[config.mk]
export PLATFORM = sky130hd
export DESIGN_NAME = serial_frame_rx
export DESIGN_NICKNAME = d
export VERILOG_FILES = /design/src/rtl/sfr_pkg.sv /design/src/rtl/sfr_sync.sv /design/src/rtl/sfr_edge.sv /design/src/rtl/sfr_shifter.sv /design/src/rtl/sfr_decode.sv /design/src/rtl/serial_frame_rx.sv
export SDC_FILE = /design/constraint.sdc
export NUM_CORES = 1
export LEC_CHECK = 0
export ABC_CLOCK_PERIOD_IN_PS = 4500
export BUFFER_PORTS_ARGS = -buffer_cell sky130_fd_sc_hd__buf_4
export CAP_MARGIN = 20
export CORE_UTILIZATION = 25
export CTS_CLUSTER_DIAMETER = 30
export DETAILED_ROUTE_END_ITERATION = 12
export SLEW_MARGIN = 20
export SYNTH_ARGS = -nofsm -noshare
export SYNTH_HDL_FRONTEND = slang
export SYNTH_SLANG_ARGS = --single-unit
[constraint.sdc]
create_clock -name clk -period 4.5 [get_ports clk]
set_input_delay 0.45 -clock clk [delete_from_list [all_inputs] [get_ports clk]]
set_output_delay 0.45 -clock clk [all_outputs]
set_load 0.005 [all_outputs]
[src/rtl/sfr_pkg.sv]
package sfr_pkg;

    localparam int unsigned PAD_LO_W  = 4;
    localparam int unsigned DATA_W    = 16;
    localparam int unsigned ADDR_W    = 4;
    localparam int unsigned CMD_W     = 4;
    localparam int unsigned PAD_HI_W  = 4;
    localparam int unsigned DATA_LSB  = PAD_LO_W;
    localparam int unsigned ADDR_LSB  = DATA_LSB + DATA_W;
    localparam int unsigned CMD_LSB   = ADDR_LSB + ADDR_W;
    localparam int unsigned FRAME_W   = CMD_LSB + CMD_W + PAD_HI_W;
    localparam int unsigned CNT_W     = $clog2(FRAME_W);

    typedef logic [FRAME_W-1:0] frame_word_t;

    typedef struct packed {
        logic [CMD_W-1:0]  cmd;
        logic [ADDR_W-1:0] addr;
        logic [DATA_W-1:0] data;
    } frame_fields_t;

    typedef enum logic [1:0] {
        ST_WAIT_HIGH = 2'd0,
        ST_ARMED     = 2'd1,
        ST_SHIFT     = 2'd2
    } rx_state_e;

    function automatic frame_fields_t split_word(input frame_word_t w);
        frame_fields_t f;
        f.cmd  = w[CMD_LSB  +: CMD_W];
        f.addr = w[ADDR_LSB +: ADDR_W];
        f.data = w[DATA_LSB +: DATA_W];
        return f;
    endfunction

endpackage

[src/rtl/sfr_sync.sv]
module sfr_sync #(
    parameter int unsigned WIDTH  = 3,
    parameter int unsigned STAGES = 2
) (
    input  logic             clk,
    input  logic             rst,
    input  logic [WIDTH-1:0] async_i,
    output logic [WIDTH-1:0] sync_o
);

    for (genvar b = 0; b < WIDTH; b++) begin : g_bit
        logic [STAGES-1:0] chain;
        always_ff @(posedge clk) begin
            if (rst) begin
                chain <= '0;
            end else begin
                chain <= {chain[STAGES-2:0], async_i[b]};
            end
        end
        assign sync_o[b] = chain[STAGES-1];
    end

endmodule

[src/rtl/sfr_edge.sv]
module sfr_edge (
    input  logic clk,
    input  logic rst,
    input  logic sclk_s,
    output logic sclk_fall
);

    logic sclk_d;

    always_ff @(posedge clk) begin
        if (rst) begin
            sclk_d <= 1'b0;
        end else begin
            sclk_d <= sclk_s;
        end
    end

    assign sclk_fall = sclk_d & ~sclk_s;

endmodule

[src/rtl/sfr_shifter.sv]
module sfr_shifter
    import sfr_pkg::*;
(
    input  logic        clk,
    input  logic        rst,
    input  logic        sel_hi,
    input  logic        sclk_fall,
    input  logic        sdi_s,
    output logic        done_o,
    output frame_word_t word_o
);

    localparam logic [CNT_W-1:0] LAST_IDX = CNT_W'(FRAME_W - 1);

    rx_state_e        state;
    logic [CNT_W-1:0] cnt;
    frame_word_t      sr;

    always_ff @(posedge clk) begin
        if (rst) begin
            state  <= ST_WAIT_HIGH;
            cnt    <= '0;
            sr     <= '0;
            done_o <= 1'b0;
            word_o <= '0;
        end else begin
            done_o <= 1'b0;
            unique case (state)
                ST_WAIT_HIGH: begin
                    cnt <= '0;
                    if (sel_hi) state <= ST_ARMED;
                end
                ST_ARMED: begin
                    cnt <= '0;
                    if (!sel_hi) state <= ST_SHIFT;
                end
                ST_SHIFT: begin
                    if (sclk_fall) begin
                        if (cnt == LAST_IDX) begin
                            done_o <= 1'b1;
                            word_o <= {sr[FRAME_W-2:0], sdi_s};
                            sr     <= '0;
                            cnt    <= '0;
                            state  <= ST_WAIT_HIGH;
                        end else begin
                            sr  <= {sr[FRAME_W-2:0], sdi_s};
                            cnt <= cnt + 1'b1;
                        end
                    end else if (sel_hi) begin
                        sr    <= '0;
                        cnt   <= '0;
                        state <= ST_ARMED;
                    end
                end
                default: state <= ST_WAIT_HIGH;
            endcase
        end
    end


    abort_clears_chk: assert property (@(posedge clk) disable iff (rst)
        (state == ST_SHIFT && sel_hi && !sclk_fall)
        |=> (cnt == '0 && sr == '0 && state == ST_ARMED && !done_o));


    idle_no_commit_chk: assert property (@(posedge clk) disable iff (rst)
        (state == ST_WAIT_HIGH) |=> !done_o);


    done_single_chk: assert property (@(posedge clk) disable iff (rst)
        done_o |=> !done_o);

endmodule

[src/rtl/sfr_decode.sv]
module sfr_decode
    import sfr_pkg::*;
(
    input  logic          clk,
    input  logic          rst,
    input  logic          done_i,
    input  frame_word_t   word_i,
    output logic          valid_o,
    output frame_fields_t fields_o
);

    always_ff @(posedge clk) begin
        if (rst) begin
            valid_o  <= 1'b0;
            fields_o <= '0;
        end else begin
            valid_o <= done_i;
            if (done_i) fields_o <= split_word(word_i);
        end
    end


    reset_clear_chk: assert property (@(posedge clk)
        rst |=> (!valid_o && fields_o == '0));


    valid_pulse_chk: assert property (@(posedge clk) disable iff (rst)
        valid_o |=> !valid_o);


    hold_fields_chk: assert property (@(posedge clk) disable iff (rst)
        !valid_o |-> $stable(fields_o));

endmodule

[src/rtl/serial_frame_rx.sv]
module serial_frame_rx
    import sfr_pkg::*;
#(
    parameter int unsigned SYNC_STAGES = 2
) (
    input  logic              clk,
    input  logic              rst,
    input  logic              sel_n,
    input  logic              sclk,
    input  logic              sdi,
    output logic              frame_valid,
    output logic [CMD_W-1:0]  cmd,
    output logic [ADDR_W-1:0] addr,
    output logic [DATA_W-1:0] data
);

    logic [2:0]    pins_s;
    logic          sclk_fall;
    logic          done;
    frame_word_t   word;
    frame_fields_t fields;

    sfr_sync #(.WIDTH(3), .STAGES(SYNC_STAGES)) u_sync (
        .clk     (clk),
        .rst     (rst),
        .async_i ({sel_n, sclk, sdi}),
        .sync_o  (pins_s)
    );

    sfr_edge u_edge (
        .clk       (clk),
        .rst       (rst),
        .sclk_s    (pins_s[1]),
        .sclk_fall (sclk_fall)
    );

    sfr_shifter u_shift (
        .clk       (clk),
        .rst       (rst),
        .sel_hi    (pins_s[2]),
        .sclk_fall (sclk_fall),
        .sdi_s     (pins_s[0]),
        .done_o    (done),
        .word_o    (word)
    );

    sfr_decode u_dec (
        .clk      (clk),
        .rst      (rst),
        .done_i   (done),
        .word_i   (word),
        .valid_o  (frame_valid),
        .fields_o (fields)
    );

    assign cmd  = fields.cmd;
    assign addr = fields.addr;
    assign data = fields.data;

endmodule

=== Word-level counts from Yosys, hierarchy flattened ===
Cells that the tools add are included.

* Add/sub/neg operators: 1
* Equal/unequal tests: 6
* Multiplexer cells: 13
* Bitwise gates (word level): 4
* Reductions and logical operators: 9

{| class="wikitable"
|+ Operators with widths
! kind !! number
|-
| $mux W27 || 3
|-
| $mux W5 || 3
|-
| $pmux W5 S2 || 1
|-
| $mux W2 || 4
|-
| $pmux W2 S3 || 1
|-
| $reduce_and A2 Y1 || 3
|-
| $add A5 B1 Y5 const B || 1
|-
| $eq A5 B5 Y1 const B || 1
|-
| $reduce_bool A2 Y1 || 2
|-
| $ne A3 B2 Y1 const B || 1
|-
| $ne A3 B3 Y1 const B || 1
|-
| $not A1 Y1 || 3
|-
| $reduce_and A3 Y1 || 1
|-
| $reduce_or A3 Y1 || 1
|-
| $eq A2 B1 Y1 const B || 1
|-
| $eq A2 B2 Y1 const B || 1
|-
| $logic_not A2 Y1 || 1
|-
| $ne A2 B2 Y1 const B || 1
|-
| $reduce_or A2 Y1 || 1
|-
| $and A1 B1 Y1 || 1
|-
| $mux W1 || 1
|}

* Bits in registers: 95
* Input bits: 5
* Output and inout port bits: 25
* Logic and storage cells: 46

=== Longest topological paths before layout ===
* Word-level depth: 4
* Gate-level depth with buffers: 8
* Mapped depth without buffers: 6

=== By module ===
A second synthesis with hierarchy kept.

* Cell total of the unflattened synthesis: 418
* Area total of the unflattened synthesis: 3863.7 sq um

{| class="wikitable"
|+ Modules (own cells, without submodules)
! module !! instances !! cells each !! area each (sq um) !! seq. area each (sq um)
|-
| sfr_shifter || 1 || 320 || 2746.4 || 1421.4
|-
| sfr_decode || 1 || 80 || 902.1 || 500.5
|-
| sfr_sync || 1 || 15 || 180.2 || 120.1
|-
| sfr_edge || 1 || 3 || 35.0 || 20.0
|}

=== Worst setup path before layout ===
No wires, ideal clock.

* Kind: reg2reg
* Start point: register u_shift.cnt[0]
* End point: register u_shift.cnt[2]
* Setup time: 0.074 ns
* Arrival: 1.558 ns
* Required time: 4.426 ns
* Slack: 2.867 ns
* Cell stages (with the launch flop): 8
* Buffers on the path: 1
* Clock period less this slack: 1.633 ns
* Cells stage by stage: dfxtp_1 ha_1 and3_1 ha_1 and3b_4 buf_4 nand3b_1 a31oi_1

* Cells in the longest elaborated chain, start to end: 4
* Elaborated cells on any way between the ends: 5
* Classes of those cells: 1 x add/sub; 1 x eq/ne; 3 x mux

{| class="wikitable"
|+ RTL lines
! element !! line !! source
|-
| start, declared || sfr_shifter.sv:16 || <nowiki>logic [CNT_W-1:0] cnt;</nowiki>
|-
| start signal, assigned || sfr_shifter.sv:47 || <nowiki>cnt <= cnt + 1'b1;</nowiki>
|-
| $add A5 B1 Y5 / $eq A5 B5 Y1 (equally long branches) || sfr_shifter.sv:47, sfr_shifter.sv:39 ||
|-
| $mux W5 (*) || sfr_shifter.sv:39 || <nowiki>if (cnt == LAST_IDX) begin</nowiki>
|-
| $mux W5 (*) || sfr_shifter.sv:38 || <nowiki>if (sclk_fall) begin</nowiki>
|-
| $pmux W5 S2 (*) || sfr_shifter.sv:28 || <nowiki>unique case (state)</nowiki>
|}

Every way passes the cells marked *; elsewhere a longest branch is shown, timed or not.
A chain may end at the register's enable or synchronous reset.

=== Final worst setup path ===
* Start point: register u_shift.cnt[0]
* End point: register u_shift.word_o[11]

* Cells in the longest elaborated chain, start to end: 2

{| class="wikitable"
|+ RTL lines
! element !! line !! source
|-
| $eq A5 B5 Y1 || sfr_shifter.sv:39 ||
|-
| $reduce_and A3 Y1 (no line) || -- ||
|-
| end signal, assigned || sfr_shifter.sv:41 || <nowiki>word_o <= {sr[FRAME_W-2:0], sdi_s};</nowiki>
|-
| end, declared || sfr_shifter.sv:10 || <nowiki>output frame_word_t word_o</nowiki>
|}

No other way between the ends.

==> metrics.sh <==
OUTCOME='completed'
LAYOUTNONFILLERINSTCOUNT=529
NETSWITCHINGFRACTION_PCT=20.4
DIE_OUTLINE_AREA_MM2=0.0139
POSTROUTEANTENNANETS=0
FINAL_PERIOD_MINUS_WORST_SETUP_SLACK_NS=2.04
NUM_IO_PINS=30
HOLDPATHEND='u_sync.g_bit[2].chain[0]'
CLOCK.FMAX_GHz=0.490
CP-END-KIND='register'
DRT_PRE_ANTENNA_ITERS=4
FINAL_CORE_UTIL_PCT=30.7
PORTBUFFERS=29
REGTOREGSTARTPOINT='u_shift.cnt[0]'
PLACE_CONGESTION=0.621
TOTAL_INSERTED_ANTENNA_CELLS=0
DP_SLACK_NS=2.45
SYNTHCELLS=335
SWITCHING_COMPONENT_OF_THE_POWER_uW=328
SEQ_AREA_FRAC_SYNTH_PCT=54.3
PLACE_HPWL_UM=3570
WIRE_LENGTH_OF_THE_FIRST_GLOBAL_ROUTING_PASS_UM=10100
DETAILROUTE.VIA_COUNT=2249
GLOBALROUTETOTALUTIL_PCT=8.90
RR_WORST_DEPTH=6
HOLD-PATH-CELL-COUNT=2
CLOCK_SKEW_NS=0.00706
CLOCK_TREE.BUFFER_DEPTH=2
AREAGROWTHSYNTHTOFINISH_PCT=17.9
CTS_HTREE_LEVELS=3
CELL_INTERNAL_PWR_mW=1.28
PLACE.DETAILED.INSTANCES=513
POSTSYNTHAREAPERCELL_UM2=10.0
SYNTHESIS.NETS=342
HOLD_VIOL_FINAL=0
TIMING.MAX_SLEW.REL_SLACK_PCT=32.2
CRITICAL_PATH_CLASS='register to register'
RRSETUPSLACK_NS=2.46
SYNTH_WARNINGS=0
ROUTE.DETAILED.VIAS_PER_INST=4.25
PATH_MAX_FANOUT=25
DIE_H_UM=118
FINALSETUPVIOLATIONS=0
SYNTH.LIB_CELLS_USED.DISTINCT=30
TRANSITION_TIME_AT_THE_PIN_WITH_THE_LEAST_SLEW_MARGIN_NS=1.02
FIRST_GLOBAL_VIAS=2192
CHIP_WIDTH_UM=118
LAYOUT_SETUP_WS_NS=2.46
ROUTEDWLPERCELL_UM=10.9
CRIT_PATH_MAX_INCR_DELAY_NS=0.64
MIN_PATH_TYPE='input pin to register'
GRT_START_MAX_NET_PINS=92
POST_CTS_RESIZE_COUNT=0
FIN_HOLD_WS_NS=0.322
CRIT_PATH_CELL_TRACE='ha_1, and3_1, ha_1, nand2_1, nand2_1, a21oi_2'
CTS_INSERTED_BUFFERS=9
RATIO_OF_CELLS_WITH_DRIVE_ABOVE_1_IN_THE_FINAL_LAYOUT_PCT=25.5
TRITONCTS='yes'
TIMING.SETUP.TNS_NS=0
FINALWIRELENGTH_UM=5770
ANTENNA_FOUND_INITIAL=0
POWER.SHARE.SEQUENTIAL_PCT=50.3
POWER_FRAC_CLOCK_PCT=48.3
POST_CTS.REPAIR.SETUP_BUFFERS=0
INITIAL_UTIL_PCT=26.1
INITIALDRTVIOLATIONCOUNT=120
NUMBER_OF_FLIP_FLOPS_AND_LATCHES_IN_THE_SYNTHESIZED_NETLIST=91
PLACEMENT_ROWS=41
FINALNETCOUNT=359
MAX-VDD-IR-DROP_V=0.000179
CLK_ROOT_BUFFER_CELL='sky130_fd_sc_hd__clkbuf_16'
LATER_PIN_CLOCK_LATENCY_IN_THE_SKEW_REPORT_NS=0.33
POST_SYNTH_INSTANCE_AREA_MM2=0.00336
DESIGN.CORE.AREA_MM2=0.0129
CTS_SINKS=91
CTS_HOLD_BUF=0
GRT_REMAINING_OVERFLOW=0
POWER-PER-CELL-AREA_mW_PER_MM2=407
COMB_POWER_SHARE_PCT=1.4
CTS.CLK_SLEW.WORST_PATHS_NS=0.07
FINAL_PERIOD_UTIL_PCT=45.4
CRITICAL_PATH_ARRIVAL_NS=2.30
WORSTREG2REGEND='u_shift.word_o[11]'
CRIT_PATH_START_KIND='register'
CRITICAL_PATH_REQUIRED_NS=4.76
HP-START='sel_n'
GRT_SETUP_UNREPAIRED='false'
TIMING.FINAL.MAX_SLEW_VIOLATIONS=0
MAXCAPVIOLATIONS=0
LEAKAGE_nW=1.35
TIMING.CRITICAL_PATH.SLOWEST_STAGE_CELL='sky130_fd_sc_hd__nand2_1'
ROUTE.DETAILED.DRC=0
==> cell families after synthesis <==
logic type | after synthesis | share of synthesized area [%]
AND/OR/NAND/NOR | 133 | 18.9
flip-flops | 91 | 54.3
AO/OA/AOI/OAI | 59 | 13.5
multiplexers | 26 | 7.75
buffers and inverters | 24 | 4.81
adder cells (fa/ha/maj) | 2 | 0.745
==> worst max-delay path by stage <==
stage	start	slack, ns	cells past startpoint	to
2_1_floorplan	u_shift.cnt[0]	2.87	7	u_shift.cnt[2]
3_3_place_gp	u_shift.cnt[0]	2.51	6	u_shift.word_o[7]
3_5_place_dp	u_shift.cnt[0]	2.45	6	u_shift.word_o[11]
4_1_cts	u_shift.cnt[0]	2.43	6	u_shift.word_o[11]
5_1_grt	u_shift.cnt[0]	2.26	6	u_shift.word_o[24]
6_report	u_shift.cnt[0]	2.46	6	u_shift.word_o[11]
==> sequential cells by signal, summed over array words and instances (netlist names) <==
register / flops
u_sync.g_bit.chain: 6
u_edge.sclk_d: 1
u_dec.valid_o: 1
u_shift.word_o: 24
u_shift.sr: 27
u_shift.done_o: 1
u_shift.cnt: 5
u_dec.fields_o: 24
u_shift.state: 2
==> per-layer routing <==
metal	wire, µm	vias up	track usage [%]
met2	2770	35	15.3
li1	-	1163	-
met3	257	9	3.54
met4	72	0	2.64
met5	0	-	0
met1	2670	1042	10.1
==> layout make-up <==
class	instances	area (µm²)
clock buffers	11	253
clock inverters	5	67.6
fillers	1334	8920
multi-input cells	220	1370
flip-flops and latches	91	1820
well taps	172	215
repair buffers	30	225
==> layout by cell type, fill, tap and decap left out <==
master	instances
sky130_fd_sc_hd__a21oi_1	6
sky130_fd_sc_hd__mux2i_1	26
sky130_fd_sc_hd__and2_4	1
sky130_fd_sc_hd__nand2_2	20
sky130_fd_sc_hd__clkinv_4	2
sky130_fd_sc_hd__clkbuf_8	2
sky130_fd_sc_hd__nand3_1	2
sky130_fd_sc_hd__o21ai_4	1
sky130_fd_sc_hd__inv_6	1
sky130_fd_sc_hd__nor2_1	56
sky130_fd_sc_hd__nor2b_1	9
sky130_fd_sc_hd__and3_1	1
sky130_fd_sc_hd__a22oi_1	28
sky130_fd_sc_hd__and4bb_4	1
sky130_fd_sc_hd__inv_8	1
sky130_fd_sc_hd__dfxtp_1	91
sky130_fd_sc_hd__ha_1	2
sky130_fd_sc_hd__and2b_4	1
sky130_fd_sc_hd__nand4b_1	2
sky130_fd_sc_hd__buf_4	30
sky130_fd_sc_hd__nand2b_1	1
sky130_fd_sc_hd__a31oi_1	2
sky130_fd_sc_hd__nand2_1	35
sky130_fd_sc_hd__nand3b_1	2
sky130_fd_sc_hd__bufinv_16	1
sky130_fd_sc_hd__clkbuf_16	9
sky130_fd_sc_hd__o21ai_1	1
sky130_fd_sc_hd__and3b_4	1
sky130_fd_sc_hd__a21oi_2	20
sky130_fd_sc_hd__and3b_1	1
sky130_fd_sc_hd__o21ai_0	1
==> Yosys cell counts <==
cell type	instances	area (µm²)
sky130_fd_sc_hd__o21ai_0	1	5.00
sky130_fd_sc_hd__a21oi_1	6	30.0
sky130_fd_sc_hd__nand4b_1	2	17.5
sky130_fd_sc_hd__nor2b_1	9	56.3
sky130_fd_sc_hd__nand3_1	2	10.0
sky130_fd_sc_hd__buf_2	7	35.0
sky130_fd_sc_hd__a22oi_1	28	210
sky130_fd_sc_hd__ha_1	2	25.0
sky130_fd_sc_hd__and4bb_4	1	16.3
sky130_fd_sc_hd__buf_8	1	15.0
sky130_fd_sc_hd__nand2b_1	1	6.26
sky130_fd_sc_hd__and3b_1	1	8.76
sky130_fd_sc_hd__a21oi_2	20	175
sky130_fd_sc_hd__o21ai_4	1	16.3
sky130_fd_sc_hd__buf_12	2	40.0
sky130_fd_sc_hd__o21ai_1	1	5.00
sky130_fd_sc_hd__clkbuf_1	10	37.5
sky130_fd_sc_hd__buf_4	3	22.5
sky130_fd_sc_hd__and3_1	1	6.26
sky130_fd_sc_hd__dfxtp_1	91	1820
sky130_fd_sc_hd__nor2_1	56	210
sky130_fd_sc_hd__a31oi_1	2	12.5
sky130_fd_sc_hd__and2b_4	1	10.0
sky130_fd_sc_hd__nand3b_1	2	15.0
sky130_fd_sc_hd__and3b_4	1	12.5
sky130_fd_sc_hd__mux2i_1	26	260
sky130_fd_sc_hd__and2_4	1	8.76
sky130_fd_sc_hd__nand2_1	35	131
sky130_fd_sc_hd__nand2_2	20	125
sky130_fd_sc_hd__buf_6	1	11.3
==> metrics by stage <==
step,power (mW),cell area [µm²]
after global routing,1.67,3960
after global placement,0.851,3640
after CTS,1.63,3960
after floorplan,0.847,3360
after detailed placement,0.851,3640
final,1.61,3960
==> critical path: cells and delay by family (launching register included) <==
family	cells	cell delay, ns
adder cells (fa/ha/maj)	2	0.47
flip-flops	1	0.33
AND/OR/NAND/NOR	3	0.98
AO/OA/AOI/OAI	1	0.17
==> power by group through the flow <==
stage | combinational (mW) | sequential [mW] | clock [mW]
2_1_floorplan | 0.0185 | 0.828 | 0
3_3_place_gp | 0.0228 | 0.828 | 0
3_5_place_dp | 0.0230 | 0.828 | 0
4_1_cts | 0.0231 | 0.810 | 0.802
5_1_grt | 0.0254 | 0.810 | 0.836
6_report | 0.0227 | 0.810 | 0.778
Note: power is estimated with default switching activity, not from simulation.
